<file path="config.mk">
export PLATFORM = sky130hd
export DESIGN_NAME = hostMailbox
export DESIGN_NICKNAME = d
export VERILOG_FILES = /design/src/rtl/mbxPkg.sv /design/src/rtl/mbxControl.sv /design/src/rtl/mbxDatapath.sv /design/src/rtl/hostMailbox.sv
export SDC_FILE = /design/constraint.sdc
export NUM_CORES = 1
export LEC_CHECK = 0
export BUFFER_PORTS_ARGS = -buffer_cell sky130_fd_sc_hd__buf_4
export CORE_UTILIZATION = 45
export DETAILED_ROUTE_END_ITERATION = 10
export HOLD_SLACK_MARGIN = 0.15
export PLACE_DENSITY = 0.73
export SYNTH_ARGS = -nofsm -noshare
export SYNTH_HDL_FRONTEND = slang
export SYNTH_SLANG_ARGS = --single-unit
</file>
<file path="constraint.sdc">
create_clock -name clk -period 1.7 [get_ports clk]
set_input_delay 0.255 -clock clk [delete_from_list [all_inputs] [get_ports clk]]
set_output_delay 0.255 -clock clk [all_outputs]
set_load 0.03 [all_outputs]
</file>
<file path="src/rtl/mbxPkg.sv">
package mbxPkg;
  localparam int BYTE_W = 8;
  localparam int LANES = 3;
  localparam int WORD_W = BYTE_W * LANES;

  // Strobes from control to datapath; lane 0 = low byte
  typedef struct packed {
    logic [LANES-1:0] hostByteLoad;
    logic             hostCtlLoad;
    logic             coreCtlLoad;
    logic             coreTxLoad;
    logic             moveToCore;
    logic             moveToHost;
  } mbxStrobes_t;
endpackage

</file>
<file path="src/rtl/mbxControl.sv">
module mbxControl
  import mbxPkg::*;
#(
  parameter int HOST_AW = 3,
  parameter int CORE_AW = 2,
  parameter int HOST_DATA_BASE = 2,
  parameter int CORE_DATA_ADDR = 2
) (
  input  logic               clk,
  input  logic               rstN,
  input  logic               hostSel,
  input  logic               hostWrite,
  input  logic [HOST_AW-1:0] hostAddr,
  input  logic               coreWrEn,
  input  logic               coreRdEn,
  input  logic [CORE_AW-1:0] coreAddr,
  input  logic [1:0]         coreIrqEn,
  output mbxStrobes_t        strobes,
  output logic               hostRxFull,
  output logic               hostTxEmpty,
  output logic               coreRxFull,
  output logic               coreTxEmpty,
  output logic               coreIrq
);
  localparam int HOST_LOW_ADDR = HOST_DATA_BASE + LANES - 1;

  logic hostTxFullQ, coreRxFullQ, coreTxFullQ, hostRxFullQ;
  logic hostWrAcc, hostRdAcc, hostReadLow, coreReadData;
  logic [LANES-1:0] byteLoad;

  assign hostWrAcc = hostSel & hostWrite;
  assign hostRdAcc = hostSel & ~hostWrite;

  // Lane i (0 = low) sits at HOST_DATA_BASE + LANES-1-i
  for (genvar i = 0; i < LANES; i++) begin : gLaneDecode
    assign byteLoad[i] = hostWrAcc & ~hostTxFullQ &
                         (hostAddr == HOST_AW'(HOST_DATA_BASE + LANES - 1 - i));
  end

  assign hostReadLow  = hostRdAcc & (hostAddr == HOST_AW'(HOST_LOW_ADDR));
  assign coreReadData = coreRdEn & (coreAddr == CORE_AW'(CORE_DATA_ADDR));

  always_comb begin
    strobes.hostByteLoad = byteLoad;
    strobes.hostCtlLoad  = hostWrAcc & (hostAddr == '0);
    strobes.coreCtlLoad  = coreWrEn & (coreAddr == '0);
    strobes.coreTxLoad   = coreWrEn & (coreAddr == CORE_AW'(CORE_DATA_ADDR)) & ~coreTxFullQ;
    strobes.moveToCore   = hostTxFullQ & ~coreRxFullQ;
    strobes.moveToHost   = coreTxFullQ & ~hostRxFullQ;
  end

  always_ff @(posedge clk) begin
    if (!rstN) begin
      hostTxFullQ <= 1'b0;
      coreRxFullQ <= 1'b0;
      coreTxFullQ <= 1'b0;
      hostRxFullQ <= 1'b0;
    end else begin
      if (byteLoad[0])              hostTxFullQ <= 1'b1;
      else if (strobes.moveToCore)  hostTxFullQ <= 1'b0;

      if (strobes.moveToCore)       coreRxFullQ <= 1'b1;
      else if (coreReadData)        coreRxFullQ <= 1'b0;

      if (strobes.coreTxLoad)       coreTxFullQ <= 1'b1;
      else if (strobes.moveToHost)  coreTxFullQ <= 1'b0;

      if (strobes.moveToHost)       hostRxFullQ <= 1'b1;
      else if (hostReadLow)         hostRxFullQ <= 1'b0;
    end
  end

  assign hostTxEmpty = ~hostTxFullQ;
  assign hostRxFull  = hostRxFullQ;
  assign coreRxFull  = coreRxFullQ;
  assign coreTxEmpty = ~coreTxFullQ;
  assign coreIrq     = |(coreIrqEn & {coreTxEmpty, coreRxFull});

  // A completed word waiting on a free receive register moves next cycle
  assert_word_to_core_R3: assert property (@(posedge clk) disable iff (!rstN)
    (hostTxFullQ && !coreRxFullQ) |=> (coreRxFullQ && !hostTxFullQ));

  // Pending host word holds while the core has not read
  assert_host_word_waits_R4: assert property (@(posedge clk) disable iff (!rstN)
    (hostTxFullQ && coreRxFullQ && !coreReadData) |=> hostTxFullQ);

  // Core receive-full only drops after a core data read
  assert_rx_clear_by_read_R5: assert property (@(posedge clk) disable iff (!rstN)
    $fell(coreRxFullQ) |-> $past(coreReadData));

  // Core word moves to free host bytes next cycle
  assert_word_to_host_R6: assert property (@(posedge clk) disable iff (!rstN)
    (coreTxFullQ && !hostRxFullQ) |=> (hostRxFullQ && !coreTxFullQ));

  // Host receive-full only drops after a low-byte read
  assert_hostrx_clear_R7: assert property (@(posedge clk) disable iff (!rstN)
    $fell(hostRxFullQ) |-> $past(hostReadLow));
endmodule

</file>
<file path="src/rtl/mbxDatapath.sv">
module mbxDatapath
  import mbxPkg::*;
#(
  parameter int HOST_AW = 3,
  parameter int CORE_AW = 2,
  parameter int HOST_DATA_BASE = 2,
  parameter int CORE_DATA_ADDR = 2
) (
  input  logic               clk,
  input  logic               rstN,
  input  mbxStrobes_t        strobes,
  input  logic [BYTE_W-1:0]  hostWrData,
  input  logic [WORD_W-1:0]  coreWrData,
  input  logic [HOST_AW-1:0] hostAddr,
  input  logic [CORE_AW-1:0] coreAddr,
  input  logic               hostRxFull,
  input  logic               hostTxEmpty,
  input  logic               coreRxFull,
  input  logic               coreTxEmpty,
  output logic [1:0]         coreIrqEn,
  output logic [BYTE_W-1:0]  hostRdData,
  output logic [WORD_W-1:0]  coreRdData
);
  logic [LANES-1:0][BYTE_W-1:0] hostTxBytes, hostRxBytes;
  logic [WORD_W-1:0] coreRxWord, coreTxWord, hostTxWord;
  logic [1:0] hostFlags, coreFlags;

  assign hostTxWord = hostTxBytes;

  always_ff @(posedge clk) begin
    if (!rstN) begin
      hostTxBytes <= '0;
      hostRxBytes <= '0;
      coreRxWord  <= '0;
      coreTxWord  <= '0;
      hostFlags   <= '0;
      coreFlags   <= '0;
      coreIrqEn   <= '0;
    end else begin
      for (int i = 0; i < LANES; i++) begin
        if (strobes.hostByteLoad[i]) hostTxBytes[i] <= hostWrData;
        if (strobes.moveToHost) hostRxBytes[i] <= coreTxWord[i*BYTE_W +: BYTE_W];
      end
      if (strobes.moveToCore) coreRxWord <= hostTxWord;
      if (strobes.coreTxLoad) coreTxWord <= coreWrData;
      if (strobes.hostCtlLoad) hostFlags <= hostWrData[4:3];
      if (strobes.coreCtlLoad) begin
        coreFlags <= coreWrData[4:3];
        coreIrqEn <= coreWrData[1:0];
      end
    end
  end

  always_comb begin
    hostRdData = '0;
    if (hostAddr == '0)
      hostRdData[4:3] = hostFlags;
    else if (hostAddr == HOST_AW'(1))
      hostRdData[4:0] = {coreFlags, 1'b0, hostTxEmpty, hostRxFull};
    else
      for (int i = 0; i < LANES; i++)
        if (hostAddr == HOST_AW'(HOST_DATA_BASE + LANES - 1 - i))
          hostRdData = hostRxBytes[i];
  end

  always_comb begin
    coreRdData = '0;
    if (coreAddr == '0)
      coreRdData[4:0] = {coreFlags, 1'b0, coreIrqEn};
    else if (coreAddr == CORE_AW'(1))
      coreRdData[4:0] = {hostFlags, 1'b0, coreTxEmpty, coreRxFull};
    else if (coreAddr == CORE_AW'(CORE_DATA_ADDR))
      coreRdData = coreRxWord;
  end

  // Word delivered to the core is the packed host bytes of the prior cycle
  assert_packed_order_R3: assert property (@(posedge clk) disable iff (!rstN)
    strobes.moveToCore |=> (coreRxWord == $past(hostTxWord)));

  // Host byte registers stay put while a word is pending
  assert_tx_bytes_frozen_R4: assert property (@(posedge clk) disable iff (!rstN)
    (!hostTxEmpty && !strobes.moveToCore) |=> $stable(hostTxBytes));

  // Unpacked host bytes equal the core word of the prior cycle
  assert_unpack_order_R6: assert property (@(posedge clk) disable iff (!rstN)
    strobes.moveToHost |=> (hostRxBytes == $past(coreTxWord)));
endmodule

</file>
<file path="src/rtl/hostMailbox.sv">
module hostMailbox
  import mbxPkg::*;
(
  input  logic        clk,
  input  logic        rstN,
  input  logic        hostSel,
  input  logic        hostWrite,
  input  logic [2:0]  hostAddr,
  input  logic [7:0]  hostWrData,
  output logic [7:0]  hostRdData,
  input  logic        coreWrEn,
  input  logic        coreRdEn,
  input  logic [1:0]  coreAddr,
  input  logic [23:0] coreWrData,
  output logic [23:0] coreRdData,
  output logic        coreIrq
);
  mbxStrobes_t strobes;
  logic hostRxFull, hostTxEmpty, coreRxFull, coreTxEmpty;
  logic [1:0] coreIrqEn;

  mbxControl #(.HOST_AW(3), .CORE_AW(2)) uCtl (
    .clk, .rstN, .hostSel, .hostWrite, .hostAddr,
    .coreWrEn, .coreRdEn, .coreAddr, .coreIrqEn,
    .strobes, .hostRxFull, .hostTxEmpty, .coreRxFull, .coreTxEmpty, .coreIrq
  );

  mbxDatapath #(.HOST_AW(3), .CORE_AW(2)) uDp (
    .clk, .rstN, .strobes, .hostWrData, .coreWrData, .hostAddr, .coreAddr,
    .hostRxFull, .hostTxEmpty, .coreRxFull, .coreTxEmpty,
    .coreIrqEn, .hostRdData, .coreRdData
  );

  // Interrupt never asserted with both enables cleared
  assert_irq_gated_R9: assert property (@(posedge clk) disable iff (!rstN)
    (coreIrqEn == 2'b00) |-> !coreIrq);
endmodule

</file>
==> impl_metrics.py, run 1 <==
metrics = {
    "global_routing": {
        "overflow": 0,
        "grt_antenna_before_repair": 0,
        "grt_pass1_vias": 3515,
        "grtUsageTotal": 0.201,
        "grt_max_degree": 53,
        "grt_pass1_wl_mm": 16.2,
    },
    "placement": {
        "numPortBuffers": 75,
        "placed_cells": 713,
        "hpwl_mm": 6.93,
        "post-place-ws_ps": 51.4,
        "gp_congestion": 0.771,
        "placed_area_um2": 5240,
    },
    "timing": {
        "hold_slack_ps": 207,
        "clock_skew_ps": 9.07,
        "hold_viol": 0,
        "fmax_mhz": 563,
        "layout_min_cycle_time_ps": 1780,
        "slew_violations": 0,
        "setup_viol": 1,
        "rsz0062_at_grt": "yes",
        "worst_slack_ps": -76.3,
        "worst_pin_slew_ps": 460,
        "finalCritPeriodShare": 1.04,
        "slew_headroom": 0.693,
    },
    "worst_setup_path": {
        "crit_path_start_kind": "flip-flop",
        "arrival_ps": 1520,
        "crit_chain": "or4b_4, o211ai_1, buf_4",
        "cpPeakStageDelay_ps": 450,
        "cp-startpoint": "uCtl.hostRxFull",
        "timing.rr.start": "uCtl.hostTxFullQ",
        "path_class": "flip-flop to primary output",
        "crit_slowest_cell": "or4b_4",
        "endpoint_kind": "primary output",
        "required_ps": 1440,
        "path_max_fanout": 2,
    },
    "final_layout": {
        "num-nets-final": 661,
        "fin_util": 0.585,
        "layout_commonest_cell": "nand2_1",
        "final_cells": 755,
        "final_cell_mix": "nand2_1 (189), dfxtp_1 (103), buf_4 (99)",
        "synthToLayoutAreaGrowth_pct": 26.0,
        "antenna_cells": 0,
        "fin_area_um2": 5690,
        "layout-drive-gt1-share": 0.203,
    },
    "routing": {
        "wl_per_cell_um": 13.1,
        "antenna_left": 0,
        "drt_iter0_markers": 86,
        "drt-pass1-iter-count": 4,
        "wl_mm": 9.87,
        "vias_per_cell": 4.86,
        "via_count": 3672,
        "drc": 0,
    },
    "synth": {
        "ys_warn_count": 0,
        "synthDistinctLibCells": 33,
        "ys_ff_latch": 106,
        "avgSynthCellArea_um2": 8.65,
        "yosysSeqAreaShare": 0.470,
        "syn_nets": 565,
        "synthCells": 522,
        "syn_area_um2": 4520,
    },
    "die": {
        "die-area_um2": 10400,
        "coreArea_um2": 9730,
        "row_count": 36,
        "initial_core_util": 0.464,
        "die_x_um": 102,
        "die_y_um": 102,
        "io_pins": 76,
    },
    "power": {
        "irDropWorstVdd_uv": 477,
        "p_per_area_nw_per_um2": 773,
        "leakage_nw": 2.19,
    },
    "min_path": {
        "hp-start": "hostWrData[2]",
        "hp-class": "input pin to flip-flop",
    },
    "clocking": {
        "cts_root_buf": "clkbuf_8",
        "clk_pin_slew_ps": 100,
        "numCtsBuffers": 9,
        "clock_latency_ps": 370,
        "cts_num_sinks": 106,
        "tritoncts": "done",
        "cts.htree.levels": 3,
        "clk_path_buf_depth": 2,
    },
    "run": {
        "maxCapViolations": 0,
    },
    "outcome": {
        "violations": "negative setup slack",
        "status": "finished with violations",
    },
}
## sequential cells by signal, summed over array words and instances, names as in the netlist, 2 cells and up
name,count
uDp.hostTxBytes,24
uDp.coreIrqEn,2
uDp.coreRxWord,24
uDp.coreFlags,2
uDp.coreTxWord,24
uDp.hostRxBytes,24
uDp.hostFlags,2
## final timing paths
check | to | slack, ps | cells after the start
worst min register to register | uDp.coreTxWord[4] | 460 | 2
worst min-delay path | uDp.hostTxBytes[18] | 210 | 3
worst max register to register | uDp.hostTxBytes[23] | 360 | 3
worst max-delay path | hostRdData[0] | -80 | 3
## stage by stage
step	setup TNS, ps	power (mW)
after floorplan	0	2.82
after global placement	0	2.97
after detailed placement	0	2.97
after CTS	-76.4	4.43
after global routing	-115	4.58
final	-76.3	4.39
## synthesized netlist by cell type, drive strengths merged
cell     instances  area, um^2
nand4bb          1        11.3
o21ai           13        65.1
mux2i           44         440
a22o             1        8.76
a21oi            1        5.00
buf             21         134
nor3             1        16.3
o21a             4        30.0
nor2             1        3.75
nand2          189         709
a2bb2oi          1        8.76
inv              3        11.3
nor4bb           1        10.0
nor2b            7        43.8
or4b             1        10.0
or3              1        11.3
nor4             1        6.26
o41ai            1        8.76
dfxtp          106        2120
o211ai           1        7.51
and2            21         131
nor3b            3        43.8
nand2b           3        26.3
clkbuf          19        71.3
a41oi            1        8.76
a21boi          73         548
nand3b           3        22.5
## area by class of cell
| cell class | count | area [um^2] |
|---|---|---|
| sequential | 106 | 2130 |
| tap | 133 | 166 |
| clock buffer | 9 | 124 |
| multi-input combinational | 373 | 2200 |
| timing repair buffer | 125 | 1000 |
| inverter | 3 | 11.3 |
| fill | 904 | 4040 |
| clock inverter | 6 | 52.6 |
## report_power, final
part	switching (mW)	total [mW]	internal [mW]
clock	0.884	1.43	0.543
sequential	0.0249	2.54	2.52
combinational	0.205	0.425	0.219
## layer usage
metal,track usage,wire length [um]
met5,0,0
met4,0.0659,97
met3,0.0417,352
met2,0.353,4880
met1,0.246,4530
## what timing repair did
| action | in CTS | in global routing |
|---|---|---|
| endpoints found under the setup margin | 1 | 7 |
| buffers inserted | 1 | 0 |
| hold endpoints to repair | 27 | 0 |
| hold buffers | 26 | 0 |
| resized for setup | 3 | 3 |
| pin swaps | 1 | 2 |
## worst max-delay path, delay by kind of cell, from the launching register on
kind / cells / cell delay [ps]
simple gates: 1 / 450
buf+inv: 1 / 210
compound gates: 1 / 130
flops: 1 / 360
## logic make-up after synthesis
family | share of synthesized area
muxes | 0.0975
and+or+nand+nor | 0.232
AOI/OAI and AO/OA | 0.153
buffers and inverters | 0.0479
DFF | 0.470
Note: power is estimated with default switching activity, not from simulation.
==> run 2: changes to the inputs <==
--- a/config.mk
+++ b/config.mk
@@ -6,10 +6,10 @@
 export NUM_CORES = 1
 export LEC_CHECK = 0
 export BUFFER_PORTS_ARGS = -buffer_cell sky130_fd_sc_hd__buf_4
-export CORE_UTILIZATION = 45
+export CORE_UTILIZATION = 32
 export DETAILED_ROUTE_END_ITERATION = 10
 export HOLD_SLACK_MARGIN = 0.15
-export PLACE_DENSITY = 0.73
+export PLACE_DENSITY = 0.57
 export SYNTH_ARGS = -nofsm -noshare
 export SYNTH_HDL_FRONTEND = slang
 export SYNTH_SLANG_ARGS = --single-unit
==> run 2 against run 1 <==
  * The flow still finishes with violations (negative setup slack)
  * Sequential cell count did not move
  * Clock power up 46%
  * Design area decreased by 1.1%
  * Sequential share of layout area is 0.36 points higher
  * Core utilization down 18 points
  * Via count is 3.5% lower
  * Critical path type unchanged
==> impl_metrics.py, run 2 (synthesis gave the netlist of run 1 again) <==
metrics = {
    "power": {
        "leakage_nw": 2.14,
        "p_total_mw": 5.01,
        "irDropWorstVdd_uv": 467,
        "p_seq_frac": 0.507,
        "p_sw_mw": 1.13,
        "swShare": 0.225,
        "p_per_area_nw_per_um2": 891,
        "clkPwrFrac": 0.416,
        "power_frac_comb": 0.076,
        "p_int_mw": 3.88,
    },
    "routing": {
        "drc": 0,
        "vias_per_cell": 4.56,
        "via_count": 3542,
        "wl_per_cell_um": 13.2,
        "drt-pass1-iter-count": 4,
        "drt_iter0_markers": 221,
        "antenna_left": 0,
        "wl_mm": 10.3,
    },
    "timing": {
        "finalSetupTns_ps": -21.0,
        "slew_violations": 0,
        "setup_viol": 1,
        "layout_min_cycle_time_ps": 1720,
        "finalCritPeriodShare": 1.01,
        "rsz0062_at_grt": "yes",
        "fmax_mhz": 581,
        "hold_slack_ps": 154,
        "hold_viol": 0,
        "worst_pin_slew_ps": 484,
        "slew_headroom": 0.677,
        "worst_slack_ps": -21.0,
        "clock_skew_ps": 8.61,
    },
    "final_layout": {
        "antenna_cells": 0,
        "synthToLayoutAreaGrowth_pct": 24.6,
        "fillers": 1394,
        "layout-drive-gt1-share": 0.201,
        "fin_util": 0.407,
        "fin_area_um2": 5630,
        "num-nets-final": 635,
        "final_cell_mix": "nand2_1 (189), dfxtp_1 (104), buf_4 (94)",
        "layout_commonest_cell": "nand2_1",
        "final_cells": 776,
    },
    "worst_setup_path": {
        "crit_path_start_kind": "flip-flop",
        "required_ps": 1440,
        "endpoint_kind": "primary output",
        "regToRegEndpoint": "uDp.coreTxWord[11]",
        "path_class": "flip-flop to primary output",
        "cp-startpoint": "uCtl.hostRxFull",
        "ff2ff_setup_slack_ps": 320,
        "path_max_fanout": 2,
        "reg2reg_depth": 4,
        "arrival_ps": 1470,
        "timing.rr.start": "uCtl.coreTxFullQ",
    },
    "clocking": {
        "clk_pin_slew_ps": 70,
        "numCtsBuffers": 9,
        "cts_num_sinks": 106,
        "clock_latency_ps": 350,
        "tritoncts": "done",
        "cts_root_buf": "clkbuf_16",
        "clk_path_buf_depth": 2,
        "cts.htree.levels": 3,
    },
    "placement": {
        "numPortBuffers": 75,
        "hpwl_mm": 7.51,
        "placed_area_um2": 5280,
        "placed_cells": 756,
        "post-place-ws_ps": 24.5,
        "gp_congestion": 0.728,
    },
    "global_routing": {
        "grtUsageTotal": 0.150,
        "grt_max_degree": 48,
        "grt_pass1_vias": 3454,
        "grt_antenna_before_repair": 0,
        "overflow": 0,
        "grt_pass1_wl_mm": 16.9,
    },
    "min_path": {
        "hp-start": "coreWrData[22]",
        "worstHoldPathCells": 3,
        "worstHoldEndpoint": "uDp.coreTxWord[22]",
        "hp-class": "input pin to flip-flop",
    },
    "die": {
        "die_y_um": 121,
        "coreArea_um2": 13800,
        "initial_core_util": 0.327,
        "row_count": 43,
        "die_x_um": 121,
        "die-area_um2": 14600,
        "io_pins": 76,
    },
    "outcome": {
        "violations": "negative setup slack",
        "status": "finished with violations",
    },
    "run": {
        "maxCapViolations": 0,
    },
}
## run 2: worst max-delay path by stage
stage | end | depth (start not counted)
CTS | hostRdData[0] | 3
detailed placement | hostRdData[0] | 5
finish | hostRdData[0] | 3
floorplan | hostRdData[0] | 4
global route | hostRdData[0] | 3
global placement | hostRdData[0] | 5
## run 2: area by class of cell
| class | count | area (um^2) | area share |
|---|---|---|---|
| clock inverter | 4 | 52.6 | 0.00934 |
| multi-input combinational | 373 | 2200 | 0.392 |
| tap | 180 | 225 | 0.0400 |
| sequential | 106 | 2120 | 0.378 |
| timing repair buffer | 99 | 766 | 0.136 |
| clock buffer | 11 | 243 | 0.0431 |
| inverter | 3 | 11.3 | 0.00200 |
## run 2: power groups by stage
stage / logic (mW) / clock network (mW) / registers [mW]
after floorplan: 0.223 / 0 / 2.59
after global placement: 0.374 / 0 / 2.60
after detailed placement: 0.377 / 0 / 2.60
after CTS: 0.389 / 2.14 / 2.54
after global routing: 0.420 / 2.25 / 2.55
final: 0.383 / 2.09 / 2.54
## run 2: worst max-delay path, stage by stage, from the launching register on
cell and delay, ps:
dfxtp_2 330, or4b_4 450, o211ai_1 140, buf_4 210
## run 2: metal layers
| metal | global-route usage | up-vias | wire (um) |
|---|---|---|---|
| li1 | - | 1841 | - |
| met1 | 0.178 | 1618 | 4710 |
| met2 | 0.264 | 71 | 4970 |
| met3 | 0.0311 | 12 | 423 |
| met4 | 0.0548 | 0 | 171 |
| met5 | 0 | - | 0 |
## run 2: timing repair
action / 4_1_cts / 5_1_grt
hold buffers: 4 / 0
endpoints found under the setup margin: 1 / 3
gates resized for setup: 2 / 2
setup buffers: 1 / 0
pin swaps: 1 / 0
endpoints found under the hold margin: 4 / 0
==> run 3: changes to the inputs <==
--- a/config.mk
+++ b/config.mk
@@ -6,6 +6,7 @@
 export NUM_CORES = 1
 export LEC_CHECK = 0
 export BUFFER_PORTS_ARGS = -buffer_cell sky130_fd_sc_hd__buf_4
+export CORE_ASPECT_RATIO = 0.9
 export CORE_UTILIZATION = 32
 export DETAILED_ROUTE_END_ITERATION = 10
 export HOLD_SLACK_MARGIN = 0.15
==> run 3 against run 2 <==
  * The flow still finishes with violations (negative setup slack)
  * Wire length grew 3.9%
  * Worst setup slack better by 12 ps
  * Via count increased by 0.90%
  * Design area grew 1.4%
  * Global-route usage up 0.49 points
  * Fmax is 0.71% higher
  * Sequential share of layout area is 0.54 points lower
  * Clock power up 11%
  * Register-to-register slack improved by 30 ps
==> impl_metrics.py, run 3 (synthesis gave the netlist of run 1 again) <==
metrics = {
    "clocking": {
        "clk_pin_slew_ps": 70,
        "tritoncts": "done",
        "cts_root_buf": "clkbuf_16",
        "clock_latency_ps": 350,
        "numCtsBuffers": 9,
        "clk_path_buf_depth": 2,
        "cts.htree.levels": 3,
        "cts_num_sinks": 106,
    },
    "die": {
        "die_y_um": 115,
        "initial_core_util": 0.333,
        "row_count": 40,
        "coreArea_um2": 13600,
        "die_x_um": 127,
        "die-area_um2": 14600,
        "io_pins": 76,
    },
    "final_layout": {
        "fin_util": 0.421,
        "num-nets-final": 637,
        "layout_commonest_cell": "nand2_1",
        "antenna_cells": 0,
        "layout-drive-gt1-share": 0.204,
        "fillers": 1385,
        "synthToLayoutAreaGrowth_pct": 26.4,
        "final_cells": 788,
        "final_cell_mix": "nand2_1 (189), dfxtp_1 (104), buf_4 (93)",
    },
    "outcome": {
        "status": "finished with violations",
        "violations": "negative setup slack",
    },
    "timing": {
        "finalCritPeriodShare": 1.01,
        "finalSetupTns_ps": -8.82,
        "slew_violations": 0,
        "clock_skew_ps": 8.38,
        "hold_viol": 0,
        "worst_pin_slew_ps": 434,
        "fmax_mhz": 585,
        "rsz0062_at_grt": "yes",
        "worst_slack_ps": -8.82,
        "slew_headroom": 0.710,
        "setup_viol": 1,
        "layout_min_cycle_time_ps": 1710,
    },
    "power": {
        "p_per_area_nw_per_um2": 920,
        "swShare": 0.233,
        "p_sw_mw": 1.22,
        "p_total_mw": 5.25,
        "clkPwrFrac": 0.441,
        "irDropWorstVdd_uv": 445,
        "power_frac_comb": 0.075,
        "leakage_nw": 2.17,
        "p_seq_frac": 0.484,
        "p_int_mw": 4.03,
    },
    "placement": {
        "gp_congestion": 0.823,
        "placed_cells": 765,
        "numPortBuffers": 75,
        "post-place-ws_ps": 51.6,
        "hpwl_mm": 7.61,
    },
    "global_routing": {
        "grt_antenna_before_repair": 0,
        "grt_pass1_vias": 3442,
        "grtUsageTotal": 0.155,
        "grt_max_degree": 48,
        "overflow": 0,
        "grt_pass1_wl_mm": 17.6,
    },
    "worst_setup_path": {
        "arrival_ps": 1450,
        "crit_slowest_cell": "or4b_4",
        "crit_path_start_kind": "flip-flop",
        "crit_chain": "or4b_4, o211ai_1, buf_4",
        "path_max_fanout": 2,
        "cp_num_buf_inv": 1,
        "cpPeakStageDelay_ps": 440,
        "path_class": "flip-flop to primary output",
        "required_ps": 1440,
        "crit_family": "simple AND/OR/NAND/NOR gates",
        "endpoint_kind": "primary output",
    },
    "routing": {
        "drc": 0,
        "drt-pass1-iter-count": 4,
        "via_count": 3574,
        "wl_mm": 10.7,
        "vias_per_cell": 4.54,
        "antenna_left": 0,
        "wl_per_cell_um": 13.5,
        "drt_iter0_markers": 242,
    },
    "run": {
        "maxCapViolations": 0,
    },
    "min_path": {
        "hp-class": "input pin to flip-flop",
    },
}
run 3: repair_timing:
action                                 CTS  global route
hold buffers                             6             0
setup buffers                            1             0
pin swaps                                1             0
endpoints found under the hold margin    6             0
gates resized for setup                  2             2
setup endpoints to repair                1             3
run 3: power groups by stage:
stage | combinational, mW | clock, mW | sequential [mW]
global route | 0.432 | 2.48 | 2.55
floorplan | 0.223 | 0 | 2.59
CTS | 0.399 | 2.35 | 2.54
finish | 0.395 | 2.31 | 2.54
detailed placement | 0.384 | 0 | 2.60
global placement | 0.376 | 0 | 2.60
run 3: area by class of cell:
class	count	area, um^2	area share
Clock buffer	9	225	0.0395
Clock inverter	7	108	0.0189
Inverter	3	11.3	0.00197
Multi-Input combinational cell	373	2200	0.386
Sequential cell	106	2120	0.372
Tap cell	189	236	0.0414
Timing Repair Buffer	101	798	0.140
run 3: metrics by stage:
| step | area [um^2] | hold slack, ps |
|---|---|---|
| after floorplan | 4520 | 390 |
| after global placement | 5300 | 445 |
| after detailed placement | 5300 | 447 |
| after CTS | 5710 | 152 |
| after global routing | 5710 | 160 |
| final | 5710 | 159 |
run 3: per-layer routing:
metal | up-vias | share of wire | GRT usage
met1 | 1654 | 0.53 | 0.217
met2 | 56 | 0.43 | 0.234
li1 | 1857 | - | -
met3 | 7 | 0.035 | 0.0364
met5 | - | 0 | 0
met4 | 0 | 0.0089 | 0.0476
run 3: worst min-delay path, delay by kind of cell:
family                 cells  cell delay [ps]
AOI/OAI and AO/OA          1               60
and+or+nand+nor            1               40
buffers and inverters      1              110
run 3: final timing paths:
kind / start / endpoint / slack (ps) / depth (start not counted)
setup / recovery: uCtl.hostRxFull / hostRdData[0] / -9 / 3
setup reg to reg: uCtl.coreTxFullQ / uDp.coreTxWord[10] / 350 / 4
hold / removal: coreWrData[20] / uDp.coreTxWord[20] / 160 / 3
hold reg to reg: uDp.coreTxWord[6] / uDp.coreTxWord[6] / 460 / 2
